==> src/rtl/cla_pkg.sv <==
package cla_pkg;

  // Compressed carry behaviour of a run of bit positions.
  typedef struct packed {
    logic prop;  // a carry entering the run leaves it
    logic gen;   // the run produces a carry on its own
  } pg_t;

endpackage

==> src/rtl/cla_bit_pg.sv <==
module cla_bit_pg #(
  parameter int W = 4
) (
  input  logic [W-1:0] op_x,
  input  logic [W-1:0] op_y,
  output logic [W-1:0] prop,
  output logic [W-1:0] gen
);

  // Per-position terms: generate when both bits are set, propagate when either is.
  genvar i;
  generate
    for (i = 0; i < W; i++) begin : g_bit
      assign gen[i]  = op_x[i] & op_y[i];
      assign prop[i] = op_x[i] | op_y[i];
    end
  endgenerate

endmodule

==> src/rtl/cla_lookahead.sv <==
module cla_lookahead #(
  parameter int N = 4
) (
  input  logic [N-1:0] prop,
  input  logic [N-1:0] gen,
  input  logic         c_base,
  output logic [N-1:0] c_pos,   // carry entering each position; c_pos[0] = c_base
  output logic         c_last,  // carry leaving position N-1
  output logic         blk_p,
  output logic         blk_g
);

  logic [N:0] carry;

  // Every carry is a flat sum of products over the terms below it and the
  // base carry; no carry term is built from another carry term.
  always_comb begin
    for (int j = 0; j <= N; j++) begin
      logic acc;
      logic chain;
      acc = 1'b0;
      for (int k = 0; k < j; k++) begin
        logic term;
        term = gen[k];
        for (int m = k + 1; m < j; m++) begin
          term = term & prop[m];
        end
        acc = acc | term;
      end
      chain = c_base;
      for (int m = 0; m < j; m++) begin
        chain = chain & prop[m];
      end
      carry[j] = acc | chain;
    end
  end

  // Block terms: generate without the base carry, propagate as a full AND.
  always_comb begin
    logic bg;
    bg = 1'b0;
    for (int k = 0; k < N; k++) begin
      logic term;
      term = gen[k];
      for (int m = k + 1; m < N; m++) begin
        term = term & prop[m];
      end
      bg = bg | term;
    end
    blk_g = bg;
    blk_p = &prop;
  end

  assign c_pos  = carry[N-1:0];
  assign c_last = carry[N];

endmodule

==> src/rtl/cla_group.sv <==
module cla_group
  import cla_pkg::*;
#(
  parameter int GW = 4
) (
  input  logic [GW-1:0] op_x,
  input  logic [GW-1:0] op_y,
  input  logic          c_enter,
  output logic [GW-1:0] part_sum,
  output pg_t           grp_pg,
  output logic          c_local
);

  logic [GW-1:0] bp;
  logic [GW-1:0] bg;
  logic [GW-1:0] bc;
  logic          sp;
  logic          sg;

  cla_bit_pg #(.W(GW)) u_pg (
    .op_x (op_x),
    .op_y (op_y),
    .prop (bp),
    .gen  (bg)
  );

  cla_lookahead #(.N(GW)) u_la (
    .prop   (bp),
    .gen    (bg),
    .c_base (c_enter),
    .c_pos  (bc),
    .c_last (c_local),
    .blk_p  (sp),
    .blk_g  (sg)
  );

  assign part_sum    = op_x ^ op_y ^ bc;
  assign grp_pg.prop = sp;
  assign grp_pg.gen  = sg;

endmodule

==> src/rtl/lookahead_adder.sv <==
module lookahead_adder
  import cla_pkg::*;
#(
  parameter int WIDTH = 16,
  parameter int GRP_W = 4
) (
  input  logic [WIDTH-1:0] a,
  input  logic [WIDTH-1:0] b,
  input  logic             cin,
  output logic [WIDTH-1:0] sum,
  output logic             cout
);

  localparam int NGRP = WIDTH / GRP_W;

  generate
    if (NGRP * GRP_W != WIDTH || NGRP < 1) begin : g_bad_cfg
      $error("WIDTH must be a positive multiple of GRP_W");
    end
  endgenerate

  logic [NGRP-1:0] grp_p;
  logic [NGRP-1:0] grp_g;
  logic [NGRP-1:0] grp_cin;
  logic [NGRP-1:0] grp_cout_local;
  logic            all_p;
  logic            all_g;

  genvar k;
  generate
    for (k = 0; k < NGRP; k++) begin : g_grp
      pg_t slice_pg;
      cla_group #(.GW(GRP_W)) u_grp (
        .op_x     (a[k*GRP_W +: GRP_W]),
        .op_y     (b[k*GRP_W +: GRP_W]),
        .c_enter  (grp_cin[k]),
        .part_sum (sum[k*GRP_W +: GRP_W]),
        .grp_pg   (slice_pg),
        .c_local  (grp_cout_local[k])
      );
      assign grp_p[k] = slice_pg.prop;
      assign grp_g[k] = slice_pg.gen;
    end
  endgenerate

  // Second level: slice carries and the final carry come from slice terms only.
  cla_lookahead #(.N(NGRP)) u_lvl2 (
    .prop   (grp_p),
    .gen    (grp_g),
    .c_base (cin),
    .c_pos  (grp_cin),
    .c_last (cout),
    .blk_p  (all_p),
    .blk_g  (all_g)
  );

endmodule

==> config.mk <==
export PLATFORM = sky130hd
export DESIGN_NAME = lookahead_adder
export DESIGN_NICKNAME = d
export VERILOG_FILES = /design/src/rtl/cla_pkg.sv /design/src/rtl/cla_bit_pg.sv /design/src/rtl/cla_lookahead.sv /design/src/rtl/cla_group.sv /design/src/rtl/lookahead_adder.sv
export SDC_FILE = /design/constraint.sdc
export NUM_CORES = 1
export LEC_CHECK = 0
export ABC_AREA = 1
export BUFFER_PORTS_ARGS = -buffer_cell sky130_fd_sc_hd__buf_2
export CAP_MARGIN = 40
export CORE_MARGIN = 3
export CORE_UTILIZATION = 25
export DETAILED_ROUTE_END_ITERATION = 6
export PLACE_DENSITY = 0.44
export SLEW_MARGIN = 10
export SYNTH_ARGS = -nofsm -noshare
export SYNTH_HDL_FRONTEND = slang
export SYNTH_SLANG_ARGS = --single-unit
==> constraint.sdc <==
create_clock -name vclk -period 6.4
set_clock_uncertainty 0.15 [all_clocks]
set_input_delay 1.28 -clock vclk [all_inputs]
set_output_delay 1.28 -clock vclk [all_outputs]
set_load 0.005 [all_outputs]
=== Yosys cells after proc, flatten, opt, wreduce, memory -nomap -nowiden ===
Cells that the tools add are included.

* Register bits: 0
* Input bits: 33
* Output and inout bits: 17
* Logic and storage cells: 136

* Bitwise logic cells: 132
* Reduce and logical (&&, ||, !) cells: 4

{| class="wikitable"
|+ Operator list
! kind !! number
|-
| AND 1 bit || 62
|-
| OR 1 bit || 62
|-
| bitwise XOR 4 bit || 8
|-
| AND reduction 4 bit || 4
|}

=== Longest topological paths before layout ===
* Word-level depth: 17
* Gate-level depth with buffers: 15

=== Hierarchy ===
From an unflattened synthesis, not the netlist that was laid out.

* Cell total of the unflattened synthesis: 342
* Area total of the unflattened synthesis: 1,440.1 um^2

{| class="wikitable"
|+ Modules (own cells, without submodules)
! module !! times used !! cells each !! area each (um^2) !! seq. area each (um^2)
|-
| cla_group || 4 || 38 || 155.1 || 0.0
|-
| cla_lookahead || 5 || 22 || 103.8 || 0.0
|-
| cla_bit_pg || 4 || 20 || 75.1 || 0.0
|}

=== Least setup slack after synthesis ===
No wires, ideal clock.

* Path type: input-to-output
* Start: input a[5]
* End: output sum[13]
* Arrival time: 2.498 ns
* Data required time: 4.970 ns
* Setup slack: 2.472 ns
* Stages on the path: 11
* Buffers on the path: 0
* Cells stage by stage: inv_1 > ha_1 > inv_1 > nand2_1 > nand2_1 > a21oi_1 > nand2_1 > nand2_1 > nand2_2 > fa_1 > xor2_1

* Cells in the longest elaborated chain, start to end: 14
* Elaborated cells between the ends (all ways): 22
* Classes of those cells: 21 x bitwise; 1 x reduce/logical

{| class="wikitable"
|+ Ends and longest elaborated chain
! item !! line !! RTL
|-
| from (decl) || lookahead_adder.sv:7 || <nowiki>input logic [WIDTH-1:0] a,</nowiki>
|-
| OR 1 bit || cla_bit_pg.sv:15 || <nowiki>assign prop[i] = op_x[i] | op_y[i];</nowiki>
|-
| AND 1 bit (3 in series) || cla_lookahead.sv:46 || <nowiki>term = term & prop[m];</nowiki>
|-
| OR 1 bit (3 in series) || - ||
|-
| AND 1 bit || cla_lookahead.sv:26 || <nowiki>term = term & prop[m];</nowiki>
|-
| OR 1 bit (2 in series) || cla_lookahead.sv:28 || <nowiki>acc = acc | term;</nowiki>
|-
| OR 1 bit (*) || cla_lookahead.sv:34 || <nowiki>carry[j] = acc | chain;</nowiki>
|-
| AND 1 bit (*) || - ||
|-
| OR 1 bit (*) || cla_lookahead.sv:34 ||
|-
| bitwise XOR 4 bit (*) || cla_group.sv:37 || <nowiki>assign part_sum = op_x ^ op_y ^ bc;</nowiki>
|-
| to (decl) || lookahead_adder.sv:10 || <nowiki>output logic [WIDTH-1:0] sum,</nowiki>
|}

Every way passes the cells marked *; elsewhere a longest branch is shown, timed or not.

=== Final worst setup path ===
Ends and elaborated chain as after synthesis.

==> flow_summary.ini <==
[final_layout]
seq_cells = 0
layout-drive-gt1-share = 0.271
layout.cells.non_filler = 260
clock_buffers = 0
nets = 281
final_common_cell = inv_1
diodes = 0
seqCellArea_um2 = 0
layout_common_cells = inv_1, buf_2, ha_1
area_growth_pct = 29.4

[cts]
cts_setup_buffers = 0
postCtsHoldBufs = 0
cts_resized = 0

[floorplan]
start_util = 0.262
rows = 23
die_w_um = 71.2
die_height_um = 71.2
ios = 50
die_area_um2 = 5070
core_um2 = 4060

[grt]
grt.total_usage = 0.0756
grt_first_pass_wirelength_um = 3420
grt_max_degree = 5
grt_overflow = 0
antenna_found_initial = 0
grt_pass1_vias = 937

[placement]
dpl.cell_count = 260
dp_hpwl_um = 1910
io_buffers = 50
gp_congestion = 0.689

[sta]
fmax_mhz = 233
finalCritPeriodShare = 0.670
setup_tns_ps = 0
tightestPinTransition_ps = 281
hold_viol_final = 0
relSlewSlack = 0.811
setup_viol = 0
rsz0062_at_grt = no
period_minus_slack_ps = 4290
slew_violations = 0

[hold_path]
hold_path.class = input pin to output port

[flow_run]
drv_cap = 0

[setup_path]
slowest_delay_ps = 380
crit_chain = buf_2 -> inv_1 -> ha_1 -> inv_1 -> nand2_1 -> nand2_1 -> a21oi_1 -> nand2_1 -> nand2_1 -> nand2_2 -> fa_1 -> xor2_1 -> buf_2
required_ps = 4970
worst_setup_path_start_kind = input pin
worst_path_max_delay_cell = fa_1
endpoint_kind = output port
cpMostUsedCell = nand2_1
arrival_ps = 2860
critPathKind = input pin to output port
crit_fanout = 3

[detailed_routing]
vias = 1014
routedWlPerCell_um = 7.50
viasPerCell = 3.90
drt-pass1-iter-count = 4
dr.first_iter.drc_count = 9
drc = 0
wl_um = 1950
ant_nets = 0

[pwr]
max-vdd-ir-drop_mv = 0.0304
p_leak_nw = 0.909
p_per_area_nw_per_um2 = 73.3

[synth]
synth_cells = 160
syn_area_per_cell_um2 = 6.65
synth_area_um2 = 1060
yosys_warnings = 0
synth_nets = 229
ys_types = 21
seq_area_frac_synth = 0

[run_status]
status = complete, no violations
cells by family after synthesis:
group | count (synthesis) | synth area share
and+or+nand+nor | 51 | 0.218
AOI/OAI and AO/OA | 11 | 0.0623
buffers and inverters | 53 | 0.187
xor gates and xnor gates | 9 | 0.0812
adders and majority gates | 36 | 0.452
routing by layer:
metal	up-vias	share of wire	track usage
met2	26	0.47	0.145
met5	-	0	0
met1	420	0.46	0.0991
met4	0	0	0
met3	0	0.070	0.00281
li1	568	-	-
report_power, final:
part / internal (W) / leakage, nW / total, W / switching [W]
Clock: 0 / 0 / 0 / 0
Sequential: 0 / 0 / 0 / 0
Combinational: 0.0000488 / 0.909 / 0.000101 / 0.0000521
Total: 0.0000488 / 0.909 / 0.000101 / 0.0000521
Yosys cell counts, drive strengths merged:
library cell | n | share of area
inv | 53 | 0.19
ha | 32 | 0.38
nand2 | 29 | 0.11
nand3 | 10 | 0.056
nor2 | 8 | 0.031
a21oi | 7 | 0.036
xor2 | 7 | 0.065
fa | 4 | 0.075
o21bai | 2 | 0.014
xnor2 | 2 | 0.016
a211oi | 1 | 0.0071
nand3b | 1 | 0.0071
nand4 | 1 | 0.0059
nor3 | 1 | 0.0047
o21ai | 1 | 0.0047
or2 | 1 | 0.0059
worst max-delay path: cells and delay by family:
family,cells,cell delay [ps]
adder cells (fa/ha/maj),2,540
AND/OR/NAND/NOR,5,350
buffers and inverters,4,320
AO/OA/AOI/OAI,1,230
XOR/XNOR,1,140
cell type report:
cell class | count | area [µm²]
Fill cell | 468 | 2680
Multi-Input combinational cell | 107 | 865
Timing Repair Buffer | 50 | 250
Inverter | 53 | 199
Tap cell | 50 | 62.6
path summary, 6_finish.rpt:
kind | startpoint | depth (start not counted) | slack [ps] | endpoint
max | a[5] | 13 | 2110 | sum[13]
min | cin | 3 | 2770 | sum[0]
stage by stage:
stage | setup WS [ps] | utilization | hold slack (ps) | cell area, µm² | power [W]
2_1_floorplan | 2470 | - | 2560 | 1060 | 0.0000607
3_3_place_gp | 2110 | 0.339 | 2780 | 1380 | 0.000104
3_5_place_dp | 2100 | 0.339 | 2780 | 1380 | 0.000104
4_1_cts | 2100 | 0.339 | 2780 | 1380 | 0.000104
5_1_grt | 1910 | 0.339 | 2800 | 1380 | 0.000119
6_report | 2110 | 0.339 | 2770 | 1380 | 0.000101
Power figures use the tool's default switching activity.
